## src/rtl/chain_loader_pkg.sv

```systemverilog
package chain_loader_pkg;

  typedef enum logic [2:0] {
    ST_IDLE,
    ST_SETUP,
    ST_CLK_HI,
    ST_CLK_LO,
    ST_LAT_WAIT,
    ST_LAT_PULSE,
    ST_DONE
  } ld_state_t;

  function automatic int imax(input int a, input int b);
    return (a > b) ? a : b;
  endfunction

endpackage

```

## src/rtl/cl_interval_timer.sv

```systemverilog
// Down-counter measuring how long the sequencer stays in a phase.
module cl_interval_timer #(
  parameter int CNT_W = 5
) (
  input  logic             clk,
  input  logic             rst,
  input  logic             load_i,
  input  logic [CNT_W-1:0] val_i,
  output logic             zero_o
);
  logic [CNT_W-1:0] cnt;

  always_ff @(posedge clk) begin
    if (rst) begin
      cnt <= '0;
    end else if (load_i) begin
      cnt <= val_i;
    end else if (cnt != '0) begin
      cnt <= cnt - 1'b1;
    end
  end

  assign zero_o = (cnt == '0);
endmodule

```

## src/rtl/cl_bit_serializer.sv

```systemverilog
// Parallel-in, serial-out register; most significant bit leaves first.
module cl_bit_serializer #(
  parameter int FW = 16
) (
  input  logic          clk,
  input  logic          rst,
  input  logic          load_i,
  input  logic [FW-1:0] data_i,
  input  logic          shift_i,
  output logic          sdo_o,
  output logic          last_o
);
  localparam int LEFT_W = $clog2(FW + 1);

  logic [FW-1:0]     sh;
  logic [LEFT_W-1:0] left;

  always_ff @(posedge clk) begin
    if (rst) begin
      sh   <= '0;
      left <= '0;
    end else if (load_i) begin
      sh   <= data_i;
      left <= LEFT_W'(FW);
    end else if (shift_i) begin
      sh   <= {sh[FW-2:0], 1'b0};
      left <= left - 1'b1;
    end
  end

  assign sdo_o  = sh[FW-1];
  assign last_o = (left == LEFT_W'(1));
endmodule

```

## src/rtl/cl_sequencer.sv

```systemverilog
// Phase sequencer: decides each phase and registers the chain-side lines.
module cl_sequencer
  import chain_loader_pkg::*;
#(
  parameter int CNT_W      = 5,
  parameter int SETUP_CYC  = 2,
  parameter int HIGH_CYC   = 2,
  parameter int LOW_CYC    = 2,
  parameter int GAP_CYC    = 2,
  parameter int STROBE_CYC = 2
) (
  input  logic             clk,
  input  logic             rst,
  input  logic             accept_i,
  input  logic             mode_i,
  input  logic             tmr_zero_i,
  input  logic             last_bit_i,
  output logic             ready_o,
  output logic             tmr_load_o,
  output logic [CNT_W-1:0] tmr_val_o,
  output logic             shift_o,
  output logic             sck_o,
  output logic             strobe_o,
  output logic             blank_o,
  output logic             done_o
);
  localparam logic [CNT_W-1:0] SU_V  = CNT_W'(SETUP_CYC - 1);
  localparam logic [CNT_W-1:0] HI_V  = CNT_W'(HIGH_CYC - 1);
  localparam logic [CNT_W-1:0] LO_V  = CNT_W'(LOW_CYC - 1);
  localparam logic [CNT_W-1:0] GAP_V = CNT_W'(GAP_CYC - 1);
  localparam logic [CNT_W-1:0] LP_V  = CNT_W'(STROBE_CYC - 1);

  ld_state_t state, state_n;
  logic      mode_q, mode_n, busy_n;
  logic      sck_q, strobe_q, blank_q, done_q;

  always_comb begin
    state_n = state;
    shift_o = 1'b0;
    unique case (state)
      ST_IDLE:      if (accept_i)   state_n = ST_SETUP;
      ST_SETUP:     if (tmr_zero_i) state_n = ST_CLK_HI;
      ST_CLK_HI:    if (tmr_zero_i) state_n = ST_CLK_LO;
      ST_CLK_LO: begin
        if (tmr_zero_i) begin
          if (last_bit_i) begin
            state_n = ST_LAT_WAIT;
          end else begin
            state_n = ST_SETUP;
            shift_o = 1'b1;
          end
        end
      end
      ST_LAT_WAIT:  if (tmr_zero_i) state_n = ST_LAT_PULSE;
      ST_LAT_PULSE: if (tmr_zero_i) state_n = ST_DONE;
      ST_DONE:      state_n = ST_IDLE;
      default:      state_n = ST_IDLE;
    endcase
  end

  // Phase length loaded on every change of phase.
  always_comb begin
    tmr_load_o = (state_n != state);
    unique case (state_n)
      ST_SETUP:     tmr_val_o = SU_V;
      ST_CLK_HI:    tmr_val_o = HI_V;
      ST_CLK_LO:    tmr_val_o = LO_V;
      ST_LAT_WAIT:  tmr_val_o = GAP_V;
      ST_LAT_PULSE: tmr_val_o = LP_V;
      default:      tmr_val_o = '0;
    endcase
  end

  assign mode_n = accept_i ? mode_i : mode_q;
  assign busy_n = (state_n != ST_IDLE) && (state_n != ST_DONE);

  always_ff @(posedge clk) begin
    if (rst) begin
      state    <= ST_IDLE;
      mode_q   <= 1'b0;
      sck_q    <= 1'b0;
      strobe_q <= 1'b0;
      blank_q  <= 1'b0;
      done_q   <= 1'b0;
    end else begin
      state    <= state_n;
      mode_q   <= mode_n;
      sck_q    <= (state_n == ST_CLK_HI);
      strobe_q <= (state_n == ST_LAT_PULSE) || (mode_n && busy_n);
      blank_q  <= mode_n && busy_n;
      done_q   <= (state == ST_DONE);
    end
  end

  assign ready_o  = (state == ST_IDLE);
  assign sck_o    = sck_q;
  assign strobe_o = strobe_q;
  assign blank_o  = blank_q;
  assign done_o   = done_q;
endmodule

```

## src/rtl/chain_loader.sv

```systemverilog
// Loads a cascaded chain of latched sink drivers from the system clock.
module chain_loader
  import chain_loader_pkg::*;
#(
  parameter int NUM_DEV    = 4,
  parameter int DEV_BITS   = 8,
  parameter int SETUP_CYC  = 13,
  parameter int HIGH_CYC   = 13,
  parameter int LOW_CYC    = 13,
  parameter int GAP_CYC    = 25,
  parameter int STROBE_CYC = 25,
  localparam int FRAME_W   = NUM_DEV * DEV_BITS
) (
  input  logic               clk,
  input  logic               rst,
  input  logic [FRAME_W-1:0] frame_i,
  input  logic               frame_valid_i,
  output logic               frame_ready_o,
  input  logic               blank_mode_i,
  output logic               sck_o,
  output logic               sdo_o,
  output logic               strobe_o,
  output logic               blank_o,
  output logic               done_o
);
  localparam int MAX_CYC = imax(imax(imax(SETUP_CYC, HIGH_CYC), imax(LOW_CYC, GAP_CYC)), STROBE_CYC);
  localparam int CNT_W   = $clog2(MAX_CYC + 1);

  logic             accept, ready, tmr_load, tmr_zero, shift, last_bit;
  logic [CNT_W-1:0] tmr_val;

  assign accept        = frame_valid_i && ready;
  assign frame_ready_o = ready;

  cl_interval_timer #(.CNT_W(CNT_W)) u_timer (
    .clk   (clk),
    .rst   (rst),
    .load_i(tmr_load),
    .val_i (tmr_val),
    .zero_o(tmr_zero)
  );

  cl_bit_serializer #(.FW(FRAME_W)) u_ser (
    .clk    (clk),
    .rst    (rst),
    .load_i (accept),
    .data_i (frame_i),
    .shift_i(shift),
    .sdo_o  (sdo_o),
    .last_o (last_bit)
  );

  cl_sequencer #(
    .CNT_W     (CNT_W),
    .SETUP_CYC (SETUP_CYC),
    .HIGH_CYC  (HIGH_CYC),
    .LOW_CYC   (LOW_CYC),
    .GAP_CYC   (GAP_CYC),
    .STROBE_CYC(STROBE_CYC)
  ) u_seq (
    .clk       (clk),
    .rst       (rst),
    .accept_i  (accept),
    .mode_i    (blank_mode_i),
    .tmr_zero_i(tmr_zero),
    .last_bit_i(last_bit),
    .ready_o   (ready),
    .tmr_load_o(tmr_load),
    .tmr_val_o (tmr_val),
    .shift_o   (shift),
    .sck_o     (sck_o),
    .strobe_o  (strobe_o),
    .blank_o   (blank_o),
    .done_o    (done_o)
  );
endmodule

```

## config.mk

```make
export PLATFORM = sky130hd
export DESIGN_NAME = chain_loader
export DESIGN_NICKNAME = d
export VERILOG_FILES = /design/src/rtl/chain_loader_pkg.sv /design/src/rtl/cl_interval_timer.sv /design/src/rtl/cl_bit_serializer.sv /design/src/rtl/cl_sequencer.sv /design/src/rtl/chain_loader.sv
export SDC_FILE = /design/constraint.sdc
export NUM_CORES = 1
export LEC_CHECK = 0
export BUFFER_PORTS_ARGS = -buffer_cell sky130_fd_sc_hd__buf_2
export CORE_ASPECT_RATIO = 1.75
export CORE_MARGIN = 3
export CORE_UTILIZATION = 49
export DETAILED_ROUTE_END_ITERATION = 8
export GPL_ROUTABILITY_DRIVEN = 0
export HOLD_SLACK_MARGIN = 0.1
export PLACE_DENSITY = 0.71
export SLEW_MARGIN = 20
export SYNTH_ARGS = -nofsm -noshare
export SYNTH_HDL_FRONTEND = slang
export SYNTH_SLANG_ARGS = --single-unit
```

## constraint.sdc

```tcl
create_clock -name clk -period 2.53 [get_ports clk]
set_input_delay 0.506 -clock clk [delete_from_list [all_inputs] [get_ports clk]]
set_output_delay 0.506 -clock clk [all_outputs]
set_load 0.1 [all_outputs]
```

Yosys cells after proc, flatten, opt, wreduce, memory -nomap -nowiden --
Cells that the tools add are included.
Operators by class: add/sub/neg operators 2, multiply operators 0, div/mod/pow operators 0, magnitude comparators 0, equal/unequal tests 14, shift-type cells 0, mux-type cells 19, bitwise logic cells 0, reduce and logical (&&, ||, !) cells 13
Operators by type and width (number):
- $mux W32 | 2
- $mux W3 | 7
- $pmux W3 S6 | 1
- $eq A3 B3 Y1 const B | 5
- $eq A3 B2 Y1 const B | 4
- $mux W6 | 2
- $mux W5 | 2
- $pmux W5 S2 | 1
- $eq A3 B1 Y1 const B | 2
- $eq A6 B1 Y1 const B | 1
- $sub A6 B1 Y6 const B | 1
- $logic_not A5 Y1 | 1
- $reduce_bool A5 Y1 | 1
- $sub A5 B1 Y5 const B | 1
- $mux W1 | 4
- $reduce_bool A2 Y1 | 2
- $reduce_or A2 Y1 | 2
- $logic_and A1 B1 Y1 | 3
- $logic_not A3 Y1 | 1
- $ne A3 B3 Y1 | 1
- $ne A3 B3 Y1 const B | 1
- $reduce_bool A3 Y1 | 1
- $reduce_or A3 Y1 | 1
- $logic_or A1 B1 Y1 | 1
Word-level totals: flip-flop bits (word level) 51, latch bits 0, bits in writable memories 0, ROM bits 0, input port bits 36, output and inout bits 6, logic and storage cells 58, memories kept 0

Longest topological paths before layout --
Gate-level depths: netlist of the first run.
depth after elaboration 8, depth in mapped cells 8, depth with buffers taken out 7

Hierarchy --
From an unflattened synthesis of the first run, not the netlist that was laid out.
Unflattened totals: cells, all modules 258, area, all modules 2580.0 um2
By module, submodules not included:
- cl_bit_serializer | times used 1, cells an instance 171, area each 1799.2 um2, sequential area each 760.7 um2
- cl_sequencer | times used 1, cells an instance 54, area each 486.7 um2, sequential area each 160.2 um2
- cl_interval_timer | times used 1, cells an instance 32, area each 287.8 um2, sequential area each 100.1 um2
- chain_loader | times used 1, cells an instance 1, area each 6.3 um2, sequential area each 0.0 um2

Worst setup path before layout of the first run --
Ideal clock, no wire load.
path kind reg2out, start point register u_seq.state[0], end point output frame_ready_o, data arrival time 2608 ps, required time 2024 ps, slack -584 ps, stages on the path, launching flop included 3, path buffers 1, cell sequence dfxtp_1 > buf_2 > nor3_1
On the way: cells in the longest elaborated chain, start to end 1
RTL lines:
- start, declared | line cl_sequencer.sv:33 | ld_state_t state, state_n;
- start signal, assigned | line cl_sequencer.sv:86 | state <= state_n;
- $logic_not A3 Y1 | line cl_sequencer.sv:95 | assign ready_o = (state == ST_IDLE);
- end, declared | line chain_loader.sv:18 | output logic frame_ready_o,
No other way between the ends.

Final worst setup path of the first run --
start point register u_timer.cnt[0], end point register u_ser.sh[17]
On the way: cells in the longest elaborated chain, start to end 4
RTL lines:
- start, declared | line cl_interval_timer.sv:11 | logic [CNT_W-1:0] cnt;
- start signal, assigned | line cl_interval_timer.sv:17 | cnt <= val_i;
- start signal, assigned | line cl_interval_timer.sv:19 | cnt <= cnt - 1'b1;
- $logic_not A5 Y1 | line cl_interval_timer.sv:23 | assign zero_o = (cnt == '0);
- $mux W1 | line cl_sequencer.sv:45 | if (tmr_zero_i) begin
- $mux W1 | line cl_sequencer.sv:40 | unique case (state)
- $reduce_bool A2 Y1 (no source line)
- end signal, assigned | line cl_bit_serializer.sv:23 | sh <= data_i;
- end signal, assigned | line cl_bit_serializer.sv:26 | sh <= {sh[FW-2:0], 1'b0};
- end, declared | line cl_bit_serializer.sv:15 | logic [FW-1:0] sh;
No other way between the ends. A chain may end at the register's enable or synchronous reset.

==> results of run 1 <==
routing by layer:
layer	share of wire [%]	up-vias
met4	3.0	0
met5	0	-
met3	3.6	13
li1	-	1074
met2	53	41
met1	40	993
how the worst max path moves through the flow:
stage / to / cells past startpoint / slack [ps] / from
final: u_ser.sh[17] / 6 / 410 / u_timer.cnt[0]
after global routing: u_ser.left[3] / 7 / 200 / u_timer.cnt[0]
after CTS: u_ser.sh[17] / 6 / 380 / u_timer.cnt[0]
after detailed placement: u_ser.sh[17] / 6 / 400 / u_timer.cnt[0]
after global placement: u_ser.sh[17] / 6 / 450 / u_timer.cnt[0]
after floorplan: frame_ready_o / 2 / 270 / u_seq.state[0]
cell usage in the layout, fill, tap and decap left out, types with 2 or more instances in the layout:
cell,n
buf_2,41
inv_1,7
nor4_1,24
o31ai_1,2
ha_1,4
nor3_1,32
dfxtp_1,51
a2111oi_2,10
buf_4,8
nor2_1,73
clkbuf_8,6
nand2b_1,3
a21oi_1,13
a211oi_1,4
nand2_1,7
xnor2_1,6
report_power, final:
| group | internal, mW | total (mW) | leakage (nW) | switching, mW |
|---|---|---|---|---|
| Combinational | 0.453 | 1.19 | 0.647 | 0.740 |
| Sequential | 1.00 | 1.14 | 0.420 | 0.135 |
| Clock | 0.320 | 0.588 | 0.0612 | 0.268 |
| Total | 1.78 | 2.92 | 1.13 | 1.14 |
logic make-up (layout without fill, tap and decap cells):
| group | after synthesis | count (layout) | share of synthesized area (%) |
|---|---|---|---|
| flops | 51 | 51 | 42.3 |
| compound gates | 39 | 39 | 15.1 |
| fa+ha+maj | 4 | 4 | 2.07 |
| mux | 1 | 1 | 0.415 |
| buf+inv | 30 | 65 | 6.32 |
| simple gates | 152 | 152 | 31.2 |
| xor+xnor | 7 | 7 | 2.54 |
layout make-up:
type                       instances  share of cell area (%)
timing repair buffer              50                    10.3
clock buffer                       6                    2.99
multi-input combinational        203                    45.1
sequential                        51                    37.0
tap                               52                    2.36
clock inverter                     2                    1.27
inverter                           7                   0.952
cell usage after synthesis (all sizes together), types with 2 or more instances:
cell,number
o31ai,2
nor3,33
a21oi,13
a211oi,4
nor4b,2
nor4,25
nand2b,3
clkbuf,11
dfxtp,51
a2111oi,11
nand2,8
buf,12
inv,7
xnor2,6
ha,4
or3,2
nor2,73
worst max-delay path, cell delays in order (launching register included):
cell and delay, ps:
dfxtp_1 320, inv_1 100, ha_1 200, nor4b_2 390
o2111ai_4 390, buf_4 340, a2111oi_2 280
registers in the layout, summed over array words and instances, names as in the netlist:
signal / count
u_seq.state: 3
u_ser.sh: 32
u_seq.blank_o: 1
u_seq.mode_q: 1
u_ser.left: 6
u_timer.cnt: 5
u_seq.done_o: 1
u_seq.sck_o: 1
u_seq.strobe_o: 1
==> flow_summary_export.csv, run 1 <==
group,metric,value,unit
clocking,cts.path.max_buffers,2,
yosys,yosysSeqAreaShare,42.3,%
clocking,cts_hold_buffers,0,
timing,finalSetupTns,0,ps
timing,report.final.slew_viol_count,0,
timing,finClkSkew,5.72,ps
cells_and_area,seq_area,1020,um2
global_route,met2_usage,34.1,%
placed_design,dp_slack,397,ps
clocking,clock-sinks,51,
yosys,synth_nets,324,
timing,fin_crit_sh,84.0,%
yosys,synthFlopType,"dfxtp_1",
hold_path,hold_class,"in2reg",
critical_path,r2r-end,"u_ser.sh[17]",
yosys,synth_area,2410,um2
global_route,gr-total-overflow,0,
critical_path,worstSetupPathType,"reg2reg",
drt,ant_nets,0,
critical_path,worstPathArrival,2330,ps
placed_design,io_buffers,41,
timing,finalSetupViolCount,0,
global_route,gr-usage-all-layers,19.6,%
yosys,synthTopCellsByArea,"dfxtp_1 42%, nor2_1 11%, nor3_1 6.8%, a2111oi_2 6.2%, nor4_1 6.2%",
power_and_ir_drop,power_density,1060,nW/um2
yosys,ys_ff_latch,51,
critical_path,reg2reg_from,"u_timer.cnt[0]",
clocking,clk_pin_slew_worst_paths,90,ps
clocking,root_buffer,"clkbuf_8",
clocking,insertion_delay,300,ps
clocking,ctsHtreeMaxLevel,2,
clocking,post_cts_buffers,0,
cells_and_area,final_nets,358,
timing,maxSlewHeadroom,59.2,%
critical_path,worst_r2r_path_depth,6,
timing,postLayoutSetupSlackWorst,406,ps
yosys,yosysUniqueCellTypes,41,
drt,routed_via_density,5.72,
hold_path,whs_path_depth,3,
yosys,syn_inst,284,
critical_path,worstPathMaxFanout,18,
cells_and_area,fin_cells,371,
power_and_ir_drop,p_total,2.92,mW
drt,drtPass1Iterations,4,
clocking,cts_tree,"built",
cells_and_area,finalInstanceArea,2760,um2
timing,finalHoldViolCount,0,
placed_design,place_inst,363,
floorplan,std_cell_rows,33,
power_and_ir_drop,leakage,1.13,nW
cells_and_area,syn2layout_area_growth,14.4,%
critical_path,critPathRequiredTime,2740,ps
hold_path,hold_end,"u_seq.mode_q",
floorplan,start_util,51.3,%
yosys,synth-edff-count,0,
timing,whs,454,ps
global_route,grt_pass1_vias,2146,
critical_path,cp-start-kind,"register",
timing,fmax,471,MHz
drt,drtIter0Drc,55,
global_route,grt-busiest-layer,"met2",
timing,grt_setup_unrepaired,"false",
floorplan,core_region_area,4710,um2
critical_path,ff2ff_setup_slack,410,ps
global_route,grt_start_max_net_pins,35,
cells_and_area,fillCellCount,462,
placed_design,hpwl,3.68,mm
yosys,synth_top_area_share,42.3,%
job,drv_cap,0,
yosys,avgSynthCellArea,8.50,um2
critical_path,crit_path_end_kind,"register",
drt,post-route-drc-count,0,
yosys,yosysTopAreaCell,"dfxtp_1",
cells_and_area,post-route-util,58.6,%
run_status,outcome,"completed",
global_route,grt_pass1_wl,9.07,mm
yosys,synthArstFlopShare,0,%
floorplan,pin_count,42,
timing,layout_min_cycle_time,2120,ps
drt,routed_wl,5.12,mm
floorplan,dieArea,5840,um2
global_route,met1_usage,21.6,%
placed_design,dpl_cell_area,2640,um2
floorplan,die-width,59.1,um
drt,num_vias,2121,
global_route,global_route.usage.met3,3.54,%
cells_and_area,antenna-diode-count,0,
clocking,ctsResizeCount,0,
hold_path,min_from,"blank_mode_i",
cells_and_area,layout-drive-gt1-share,24.1,%
timing,worstMarginPinSlew,612,ps
drt,wl_per_cell,13.8,um
power_and_ir_drop,max-vdd-ir-drop,0.725,mV
clocking,cts_inserted_buffers,5,
yosys,synth_warnings,0,
cells_and_area,multi_input_area,1240,um2
global_route,antenna_found_initial,0,
floorplan,die_y,98.8,um
No activity file was read; power rests on OpenSTA's default activity.
==> inputs of run 2 (changes only) <==
--- a/config.mk
+++ b/config.mk
@@ -5,6 +5,7 @@
 export SDC_FILE = /design/constraint.sdc
 export NUM_CORES = 1
 export LEC_CHECK = 0
+export ABC_AREA = 1
 export BUFFER_PORTS_ARGS = -buffer_cell sky130_fd_sc_hd__buf_2
 export CORE_ASPECT_RATIO = 1.75
 export CORE_MARGIN = 3
==> constraint.sdc (replaced) <==
create_clock -name clk -period 2 [get_ports clk]
set_input_delay 0.4 -clock clk [delete_from_list [all_inputs] [get_ports clk]]
set_output_delay 0.4 -clock clk [all_outputs]
set_load 0.1 [all_outputs]
==> flow_summary_export.csv, run 2 <==
group,metric,value,unit
run_status,outcome,"completed",
timing,fin_crit_sh,91.2,%
cells_and_area,final_nets,392,
floorplan,die_y,97.4,um
timing,finalSetupTns,0,ps
power_and_ir_drop,power_frac_seq,41.6,%
timing,whs,353,ps
power_and_ir_drop,combPwrFrac,39.0,%
hold_path,whs_path_depth,3,
drt,routed_wl,5.14,mm
critical_path,critPathRequiredTime,2190,ps
power_and_ir_drop,swShare,39.3,%
placed_design,dpl_cell_area,2600,um2
timing,layout_min_cycle_time,1820,ps
cells_and_area,final_common_cell,"nand2_1",
cells_and_area,top_register,"u_ser.sh",
clocking,cts_inserted_buffers,5,
yosys,synth_top_area_share,43.6,%
cells_and_area,largest_reg_flops,32,
cells_and_area,mostFrequentLayoutCells,"89 x nand2_1, 51 x dfxtp_1, 41 x buf_2",
timing,report.final.slew_viol_count,0,
timing,finalSetupViolCount,0,
cells_and_area,top_regs,"u_ser.sh (32), u_ser.left (6), u_timer.cnt (5)",
clocking,cts.path.max_buffers,2,
yosys,synth_warnings,0,
timing,worstMarginPinSlew,488,ps
job,drv_cap,0,
cells_and_area,layout-drive-gt1-share,21.5,%
global_route,grt_start_max_net_pins,36,
timing,maxSlewHeadroom,67.7,%
floorplan,core_region_area,4520,um2
yosys,synth_area,2340,um2
yosys,syn_inst,313,
clocking,root_buffer,"clkbuf_8",
timing,grt_setup_unrepaired,"false",
placed_design,dp_slack,143,ps
global_route,grt_pass1_vias,2134,
yosys,ys_ff_latch,51,
global_route,gr-total-overflow,0,
drt,num_vias,2217,
cells_and_area,multi_input_area,1140,um2
power_and_ir_drop,leakage,1.12,nW
yosys,synthFlopType,"dfxtp_1",
critical_path,cp-start-kind,"register",
clocking,cts_tree,"built",
clocking,ctsHtreeMaxLevel,2,
floorplan,start_util,51.7,%
floorplan,pin_count,42,
yosys,synthArstFlopShare,0,%
yosys,synthTopCellsByArea,"dfxtp_1 44%, nand2_1 14%, a31oi_1 8.6%, nand3_1 8.1%, inv_1 3.2%",
yosys,yosys-top-cells-count,"90 x nand2_1, 51 x dfxtp_1, 38 x nand3_1",
clocking,insertion_delay,300,ps
global_route,grt_pass1_wl,8.93,mm
power_and_ir_drop,pwr-share-clk,19.4,%
timing,fmax,548,MHz
clocking,cts_hold_buffers,0,
yosys,synth_nets,353,
clocking,clock-sinks,51,
drt,routed_via_density,5.49,
cells_and_area,finalInstanceArea,2700,um2
critical_path,worstPathMaxFanout,6,
drt,drtIter0Drc,27,
placed_design,io_buffers,41,
global_route,antenna_found_initial,0,
yosys,yosysTopAreaCell,"dfxtp_1",
timing,postLayoutSetupSlackWorst,177,ps
power_and_ir_drop,power_density,1100,nW/um2
placed_design,hpwl,3.64,mm
critical_path,worstSetupPathType,"reg2reg",
power_and_ir_drop,power_switching,1.17,mW
cells_and_area,syn2layout_area_growth,15.6,%
floorplan,die-width,58.2,um
timing,finClkSkew,8.54,ps
drt,ant_nets,0,
timing,finalHoldViolCount,0,
yosys,yosysUniqueCellTypes,31,
cells_and_area,seq_area,1020,um2
critical_path,crit_path_end_kind,"register",
drt,post-route-drc-count,0,
floorplan,dieArea,5670,um2
yosys,avgSynthCellArea,7.48,um2
power_and_ir_drop,intPower,1.81,mW
floorplan,std_cell_rows,32,
yosys,synth-edff-count,0,
clocking,clk_pin_slew_worst_paths,90,ps
power_and_ir_drop,max-vdd-ir-drop,0.961,mV
hold_path,hold_class,"in2reg",
power_and_ir_drop,p_total,2.99,mW
cells_and_area,antenna-diode-count,0,
yosys,yosysSeqAreaShare,43.6,%
yosys,yosysMostFrequentCell,"nand2_1",
critical_path,worst_r2r_path_depth,13,
drt,wl_per_cell,12.7,um
drt,drtPass1Iterations,4,
critical_path,worstPathArrival,2020,ps
cells_and_area,fillCellCount,461,
global_route,gr-usage-all-layers,19.4,%
[run 2: path summary, 6_finish.rpt]
| check | slack, ps | to | from |
|---|---|---|---|
| setup / recovery | 180 | u_timer.cnt[4] | u_timer.cnt[0] |
| hold / removal | 350 | u_ser.sh[0] | frame_i[0] |
| setup reg to reg | 180 | u_timer.cnt[4] | u_timer.cnt[0] |
| hold reg to reg | 470 | u_ser.sh[0] | u_ser.sh[0] |
[run 2: stage by stage]
step                cells  util, %
floorplan             313        -
global placement      395     57.5
global route          404     59.8
detailed placement    395     57.5
finish                404     59.8
CTS                   403     59.3
[run 2: cells by family after synthesis]
logic type / after synthesis / share of synthesized area, %
buffers and inverters: 45 / 8.18
AOI/OAI and AO/OA: 49 / 12.8
xor gates and xnor gates: 4 / 1.50
DFF: 51 / 43.6
and+or+nand+nor: 160 / 31.7
adders and majority gates: 4 / 2.14
[run 2: power by group through the flow]
stage | clock [mW] | combinational, mW | sequential [mW]
6_report | 0.578 | 1.16 | 1.24
5_1_grt | 0.630 | 1.31 | 1.26
4_1_cts | 0.591 | 1.14 | 1.24
3_5_place_dp | 0 | 1.13 | 1.27
3_3_place_gp | 0 | 1.12 | 1.26
2_1_floorplan | 0 | 0.833 | 1.33
[run 2: per-layer routing]
layer  part of all wire [%]  track usage, %
met4                    1.6            6.96
met3                    4.0            3.32
met5                      0               0
met1                     39            21.9
met2                     55            35.2
[run 2: worst max-delay path, stage by stage, from the launching register on]
cell and delay (ps):
dfxtp_1 330, inv_1 90, ha_1 150, nand2_1 80, nor2_4 200, inv_2 60
nand2_1 110, nand3_1 110, nand2_2 110, nand2_2 80, nand2_2 110, nand3_2 140
nand2_1 90, a21oi_1 70
[run 2: layout make-up]
| type | instances | share of cell area (%) |
|---|---|---|
| well taps | 51 | 2.36 |
| clock inverters | 1 | 0.185 |
| flip-flops and latches | 51 | 37.8 |
| inverters | 27 | 3.75 |
| multi-input cells | 217 | 42.1 |
| clock buffers | 7 | 2.82 |
| repair buffers | 50 | 11.0 |
[run 2: what timing repair did]
item / 4_1_cts / 5_1_grt
endpoints found under the setup margin: 0 / 4
endpoints found under the hold margin: 0 / 0
gates resized for setup: 0 / 2
setup buffers: 0 / 1
